--- config.mk ---
export PLATFORM = sky130hd
export DESIGN_NAME = cn_minsum_fold
export DESIGN_NICKNAME = d
export VERILOG_FILES = /design/src/rtl/cnmin_pkg.sv /design/src/rtl/cn_lane_fold.sv /design/src/rtl/cn_edge_out.sv /design/src/rtl/cn_minsum_fold.sv
export SDC_FILE = /design/constraint.sdc
export NUM_CORES = 1
export LEC_CHECK = 0
export BUFFER_PORTS_ARGS = -buffer_cell sky130_fd_sc_hd__buf_2
export CORE_ASPECT_RATIO = 1.4
export CORE_UTILIZATION = 45
export DETAILED_ROUTE_END_ITERATION = 8
export PLACE_DENSITY = 0.66
export SYNTH_ARGS = -nofsm -noshare
export SYNTH_HDL_FRONTEND = slang
export SYNTH_HIERARCHICAL = 1
export SYNTH_SLANG_ARGS = --single-unit
--- constraint.sdc ---
create_clock -name clk -period 5.16 [get_ports clk]
set_input_delay 0.516 -clock clk [delete_from_list [all_inputs] [get_ports clk]]
set_output_delay 0.516 -clock clk [all_outputs]
set_load 0.01 [all_outputs]
--- src/rtl/cnmin_pkg.sv ---
package cnmin_pkg;
  localparam int MSG_W = 8;
  localparam int MAG_W = MSG_W - 1;
  localparam logic [MAG_W-1:0] MAG_MAX = '1;

  // magnitude of a two's complement message, clipped so -128 maps to 127
  function automatic logic [MAG_W-1:0] sat_mag(input logic [MSG_W-1:0] m);
    logic [MSG_W-1:0] a;
    a = m[MSG_W-1] ? (~m + 1'b1) : m;
    sat_mag = a[MSG_W-1] ? MAG_MAX : a[MAG_W-1:0];
  endfunction

  // sign plus magnitude back to two's complement
  function automatic logic [MSG_W-1:0] make_msg(input logic neg, input logic [MAG_W-1:0] mag);
    logic [MSG_W-1:0] e;
    e = {1'b0, mag};
    make_msg = neg ? (~e + 1'b1) : e;
  endfunction
endpackage

--- src/rtl/cn_lane_fold.sv ---
// Folds one beat of LANES messages into the running min1/min2/index/parity.
// Lanes are visited in ascending edge order with a strict compare, so the
// lower edge index wins a tie for the minimum.
module cn_lane_fold
  import cnmin_pkg::*;
#(
  parameter int LANES = 2,
  parameter int IW    = 3
) (
  input  logic [MAG_W-1:0]       m1_i,
  input  logic [MAG_W-1:0]       m2_i,
  input  logic [IW-1:0]          idx_i,
  input  logic                   par_i,
  input  logic [IW-1:0]          base_i,
  input  logic [LANES*MSG_W-1:0] lane_msg_i,
  output logic [MAG_W-1:0]       m1_o,
  output logic [MAG_W-1:0]       m2_o,
  output logic [IW-1:0]          idx_o,
  output logic                   par_o
);
  logic [MAG_W-1:0] mg;
  logic [IW-1:0]    pos;

  always_comb begin
    m1_o  = m1_i;
    m2_o  = m2_i;
    idx_o = idx_i;
    par_o = par_i;
    mg    = '0;
    pos   = '0;
    for (int j = 0; j < LANES; j++) begin
      mg  = sat_mag(lane_msg_i[j*MSG_W +: MSG_W]);
      pos = base_i + IW'(j);
      if (mg < m1_o) begin
        m2_o  = m1_o;
        m1_o  = mg;
        idx_o = pos;
      end else if (mg < m2_o) begin
        m2_o = mg;
      end
      par_o = par_o ^ lane_msg_i[j*MSG_W + MSG_W - 1];
    end
  end
endmodule

--- src/rtl/cn_edge_out.sv ---
// Forms the outgoing message of every edge from the search result.
module cn_edge_out
  import cnmin_pkg::*;
#(
  parameter int DEG = 8,
  parameter int IW  = 3
) (
  input  logic [MAG_W-1:0]     m1_i,
  input  logic [MAG_W-1:0]     m2_i,
  input  logic [IW-1:0]        idx_i,
  input  logic                 par_i,
  input  logic [DEG-1:0]       sgn_i,
  output logic [DEG*MSG_W-1:0] msgs_o
);
  for (genvar g = 0; g < DEG; g++) begin : g_edge
    assign msgs_o[g*MSG_W +: MSG_W] =
      make_msg(par_i ^ sgn_i[g], (idx_i == IW'(g)) ? m2_i : m1_i);
  end
endmodule

--- src/rtl/cn_minsum_fold.sv ---
module cn_minsum_fold
  import cnmin_pkg::*;
#(
  parameter int DEG   = 8,
  parameter int LANES = 2
) (
  input  logic                   clk,
  input  logic                   rst_n,
  input  logic                   start,
  input  logic                   in_valid,
  input  logic [LANES*MSG_W-1:0] in_msg,
  output logic                   done,
  output logic [DEG*MSG_W-1:0]   out_msg
);
  localparam int BEATS = DEG / LANES;
  localparam int IW    = $clog2(DEG);
  localparam int CW    = (BEATS > 1) ? $clog2(BEATS) : 1;

  logic             busy_q;
  logic [CW-1:0]    cnt_q;
  logic [MAG_W-1:0] m1_q, m2_q;
  logic [IW-1:0]    idx_q;
  logic             par_q;
  logic [DEG-1:0]   sgn_q;

  // named internal events
  logic             accept;
  logic             fin_beat;
  logic [CW-1:0]    cnt_use;
  logic [IW-1:0]    beat_base;

  // state the beat folds into: cleared on start
  logic [MAG_W-1:0] m1_b, m2_b, m1_n, m2_n;
  logic [IW-1:0]    idx_b, idx_n;
  logic             par_b, par_n;
  logic [DEG-1:0]   sgn_n;
  logic [DEG*MSG_W-1:0] res_msg;

  assign accept    = in_valid && (busy_q || start);
  assign cnt_use   = start ? '0 : cnt_q;
  assign fin_beat  = accept && (cnt_use == CW'(BEATS - 1));
  assign beat_base = IW'(int'(cnt_use) * LANES);

  assign m1_b  = start ? MAG_MAX : m1_q;
  assign m2_b  = start ? MAG_MAX : m2_q;
  assign idx_b = start ? '0 : idx_q;
  assign par_b = start ? 1'b0 : par_q;

  always_comb begin
    sgn_n = start ? '0 : sgn_q;
    for (int j = 0; j < LANES; j++)
      sgn_n[beat_base + IW'(j)] = in_msg[j*MSG_W + MSG_W - 1];
  end

  cn_lane_fold #(.LANES(LANES), .IW(IW)) u_fold (
    .m1_i(m1_b), .m2_i(m2_b), .idx_i(idx_b), .par_i(par_b),
    .base_i(beat_base), .lane_msg_i(in_msg),
    .m1_o(m1_n), .m2_o(m2_n), .idx_o(idx_n), .par_o(par_n)
  );

  cn_edge_out #(.DEG(DEG), .IW(IW)) u_out (
    .m1_i(m1_n), .m2_i(m2_n), .idx_i(idx_n), .par_i(par_n),
    .sgn_i(sgn_n), .msgs_o(res_msg)
  );

  always_ff @(posedge clk or negedge rst_n) begin
    if (!rst_n) begin
      busy_q  <= 1'b0;
      cnt_q   <= '0;
      m1_q    <= MAG_MAX;
      m2_q    <= MAG_MAX;
      idx_q   <= '0;
      par_q   <= 1'b0;
      sgn_q   <= '0;
      done    <= 1'b0;
      out_msg <= '0;
    end else begin
      done <= fin_beat;
      if (fin_beat)   busy_q <= 1'b0;
      else if (start) busy_q <= 1'b1;
      if (accept) begin
        m1_q  <= m1_n;
        m2_q  <= m2_n;
        idx_q <= idx_n;
        par_q <= par_n;
        sgn_q <= sgn_n;
        cnt_q <= fin_beat ? '0 : cnt_use + 1'b1;
      end else if (start) begin
        m1_q  <= MAG_MAX;
        m2_q  <= MAG_MAX;
        idx_q <= '0;
        par_q <= 1'b0;
        sgn_q <= '0;
        cnt_q <= '0;
      end
      if (fin_beat) out_msg <= res_msg;
    end
  end

  // magnitudes seen at the output, for the split check
  logic [DEG-1:0] m1_hit;
  always_comb
    for (int i = 0; i < DEG; i++)
      m1_hit[i] = (sat_mag(out_msg[i*MSG_W +: MSG_W]) == m1_q);

  a_r5_done_follows_final: assert property (@(posedge clk) disable iff (!rst_n)
    fin_beat |=> done);
  a_r5_done_has_cause: assert property (@(posedge clk) disable iff (!rst_n)
    done |-> $past(fin_beat));
  a_r5_cnt_in_range: assert property (@(posedge clk) disable iff (!rst_n)
    int'(cnt_q) < BEATS);
  a_r3_min_order: assert property (@(posedge clk) disable iff (!rst_n)
    m2_q >= m1_q);
  a_r3_mag_split: assert property (@(posedge clk) disable iff (!rst_n)
    done |-> ($countones(m1_hit) >= DEG - 1));
  a_r7_idle_no_done: assert property (@(posedge clk) disable iff (!rst_n)
    (!busy_q && !start) |=> !done);
  a_r2_no_minus128: assert property (@(posedge clk) disable iff (!rst_n)
    done |-> (out_msg[MSG_W-1:0] != 8'h80));
endmodule

==> results.txt <==
First-pass GRT wire length: 42.9 mm
Max Fclk: 177 MHz
Area share of fa/ha/maj cells after synthesis: 0.0437
Number of flops mapped to enable cells by yosys: 0
Clock buffer depth: 2
Core area: 17400 µm²
Post-Route WL: 30.8 mm
Startpoint types: primary input
Clock edge transition at the registers on the reported setup and hold paths: 0.07 ns
Critical path capture point type: flop
Post-DR vias/cell: 5.96
Top Ports: 85
Worst Skew: 0.0120 ns
Outcome: finished, violations left
Seq cells post-synth: 94
Largest family of logic cells by synthesized area: multiplexers
Chip Width: 115 µm
Violated checks: negative setup slack
Grt ovf: 0
Initial antenna violation count: 0
Vias: 8481
Ranking of synthesized cells by area: dfrtp_1 25%, mux2_2 13%, xnor2_1 8.8%
GR Util All Layers: 0.303
DP Wirelength: 18.4 mm
Fin crit share: 1.09
Max Cap Viol: 0
Synth Area in XOR/XNOR: 0.0885
Most used DFF post-synth: dfrtp_1
Number of antenna diodes: 0
DP Area: 10200 µm²
Largest net degree at the start of global routing: 68
Share of cells above drive strength 1: 0.577
Max-slew violation count: 0
WP data arrival: 5.88 ns
Netlist cell types: 68
Worst Reg-to-Reg Cells: 23
H-tree levels: 3
Residual DRC: 0
Leakage: 5.57 nW
Clock Sinks: 94
FP Rows: 57
Drt pass-1 iters: 5
Layout area overhead: 55.7%
Peak supply drop: 0.000284 V
Final instance area: 12500 µm²
GP Congestion: 0.918
Final setup TNS: -21.44 ns
Vias in the first global route: 8253
Final setup vio count: 64
Finished Core Util: 0.718
Syn. warnings: 6
Crit path max-delay family: compound AO/OA/AOI/OAI gates
Cell Pwr Density: 570 nW/µm²
Leading area contributor after synthesis: dfrtp_1
Crit path kind: primary input to flop
CP most frequent cell: ha_4
FF-to-FF setup slack: -0.27 ns
CTS tree: yes
CTS Buf Count: 9
Multiplexer share of the synthesized area: 0.194
Final setup margin: -0.484 ns
Mapped cell area: 8020 µm²
Slowest Stage Delay on Critical Path: 0.35 ns
Final net count: 1231
Port bufs: 84
Synth Area in Compound Gates: 0.161
R2r startpoint: m1_q[4]$_DFF_PN1_
Min Tclk post-route: 5.64 ns
Sequential share of the synthesized area: 0.296
Worst path bufs/invs: 6
Final hold vios: 0
# hold bufs at CTS: 0
Drt initial violations: 687
RSZ-0062 raised after global routing: yes
Setup crit start: in_msg[1]
Setup crit end: out_msg[38]$_DFFE_PN0P_
Worst-Margin Slew: 1.39 ns
Async S/R FF share, synth: 1.00
CTS Root Buffer Type: clkbuf_16
Share of the synthesized area in the top cell type: 0.250
Starting Density: 0.461
Skew-Pair Late Insertion Delay: 0.35 ns
Gate Count Post-Synth: 878
Post-Synth Simple-Gate Area: 0.157
Max FO, Critical Path: 5
Hold WC Path Type: primary input to async pin
Reg-to-Reg End: out_msg[38]$_DFFE_PN0P_
Die area: 18400 µm²
Antenna viol nets, final: 0
Wire per inst: 21.6 µm
Critical path depth in cells: 27
Die Y: 160 µm
CP required: 5.39 ns
Syn Area/Cell: 9.13 µm²
Rel. slew slack: 0.0636
Slowest CP cell: a311oi_4
-- timing repair --
| item | 4_1_cts | 5_1_grt |
|---|---|---|
| pin swaps | 93 | 37 |
| gates cloned | 5 | 0 |
| setup buffers | 57 | 40 |
| resized for setup | 161 | 111 |
| endpoints found under the setup margin | 65 | 64 |
-- layout by cell type (no fill, tap or decap), drive strengths merged, types with 3 or more instances in the layout --
cell type / instances
or3: 6
buf: 355
o211a: 3
o211ai: 4
nor3b: 5
a31oi: 6
nand2b: 7
a211o: 3
dfstp: 14
or2: 19
and2: 3
a21o: 6
o21ai: 23
o21a: 25
nor4: 5
ha: 28
mux2: 100
xnor2: 81
a21oi: 81
nor2b: 23
conb: 3
dfrtp: 80
a22o: 4
nor2: 69
nand3b: 6
clkbuf: 12
a311oi: 3
nor3: 53
mux2i: 43
nand3: 14
nand2: 19
inv: 32
o31ai: 3
a211oi: 13
-- cells in the mapped netlist, drive strengths merged (3+ instances only) --
cell type	n
or2	19
a31oi	6
o21a	25
nor3b	5
nor3	53
dfstp	14
a22o	4
a21oi	81
buf	42
o211a	3
nand3b	6
inv	30
a211oi	13
or3	6
clkbuf	24
ha	28
a211o	3
a21o	6
dfrtp	80
xnor2	81
nor4	5
o31ai	3
mux2	100
nand2b	7
mux2i	43
nor2	68
o211ai	4
and2	3
nor2b	23
nand3	14
o21ai	23
a311oi	3
nand2	19
-- cell type report --
class / instances / area [µm²]
Clock buffer: 11 / 243
Clock inverter: 5 / 41.3
Fill cell: 1212 / 4910
Inverter: 30 / 133
Multi-Input combinational cell: 691 / 6500
Sequential cell: 94 / 2370
Tap cell: 236 / 295
Timing Repair Buffer: 357 / 2910
-- layer usage --
metal	track usage	vias to the layer above	routed length, µm
met4	0.223	0	2730
li1	-	3748	-
met5	0	-	0
met3	0.0406	179	1820
met1	0.328	4098	10800
met2	0.532	456	15400
-- worst reg2reg max path, cell delays in order, from the launching register on --
cell      delay, ns
dfstp_2        0.37
or2_2          0.31
inv_1          0.12
ha_4           0.22
a211o_1        0.26
o211ai_1       0.14
o211a_4        0.30
mux2i_4        0.32
ha_4           0.24
a211o_1        0.31
a31o_4         0.23
a311oi_4       0.36
a21oi_4        0.15
buf_6          0.15
mux2_4         0.29
a221oi_2       0.19
buf_4          0.22
buf_6          0.12
mux2i_2        0.10
ha_4           0.23
buf_12         0.12
a21oi_2        0.17
xnor2_1        0.13
mux2_4         0.27
-- where the power goes --
| part | switching [W] | internal, W |
|---|---|---|
| sequential | 0.000154 | 0.00106 |
| clock | 0.000310 | 0.000345 |
| combinational | 0.00264 | 0.00261 |
-- worst min path at each step --
stage / startpoint / end / depth (start not counted)
after floorplan: rst_n / busy_q$_DFFE_PN0P_ / 0
final: rst_n / out_msg[27]$_DFFE_PN0P_ / 1
after global placement: out_msg[35]$_DFFE_PN0P_ / out_msg[35]$_DFFE_PN0P_ / 1
after CTS: rst_n / out_msg[27]$_DFFE_PN0P_ / 1
after global routing: rst_n / out_msg[27]$_DFFE_PN0P_ / 1
after detailed placement: out_msg[42]$_DFFE_PN0P_ / out_msg[42]$_DFFE_PN0P_ / 1
-- logic make-up (layout without fill, tap and decap cells) --
group                    Yosys count  count (layout)
adder cells (fa/ha/maj)           28              28
other                              1               3
multiplexers                     143             143
XOR/XNOR                          81              81
buffers and inverters             96             403
flip-flops                        94              94
AND/OR/NAND/NOR                  237             238
AO/OA/AOI/OAI                    198             198
-- state kept, by name (all words and copies together) (netlist names) --
name     count
busy_q       1
cnt_q        2
done         1
idx_q        3
m1_q         7
m2_q         7
out_msg     64
par_q        1
sgn_q        8
-- metrics by stage --
stage                     power [W]  setup slack (ns)  cells  hold slack [ns]
after floorplan             0.00366            -0.764    880            0.220
after global placement      0.00498             -1.09   1323            0.465
after detailed placement    0.00504             -1.15   1323            0.473
after CTS                   0.00639            -0.256   1394            0.177
after global routing        0.00741            -0.603   1424            0.205
final                       0.00711            -0.484   1424            0.157
Power figures use the tool's default switching activity.
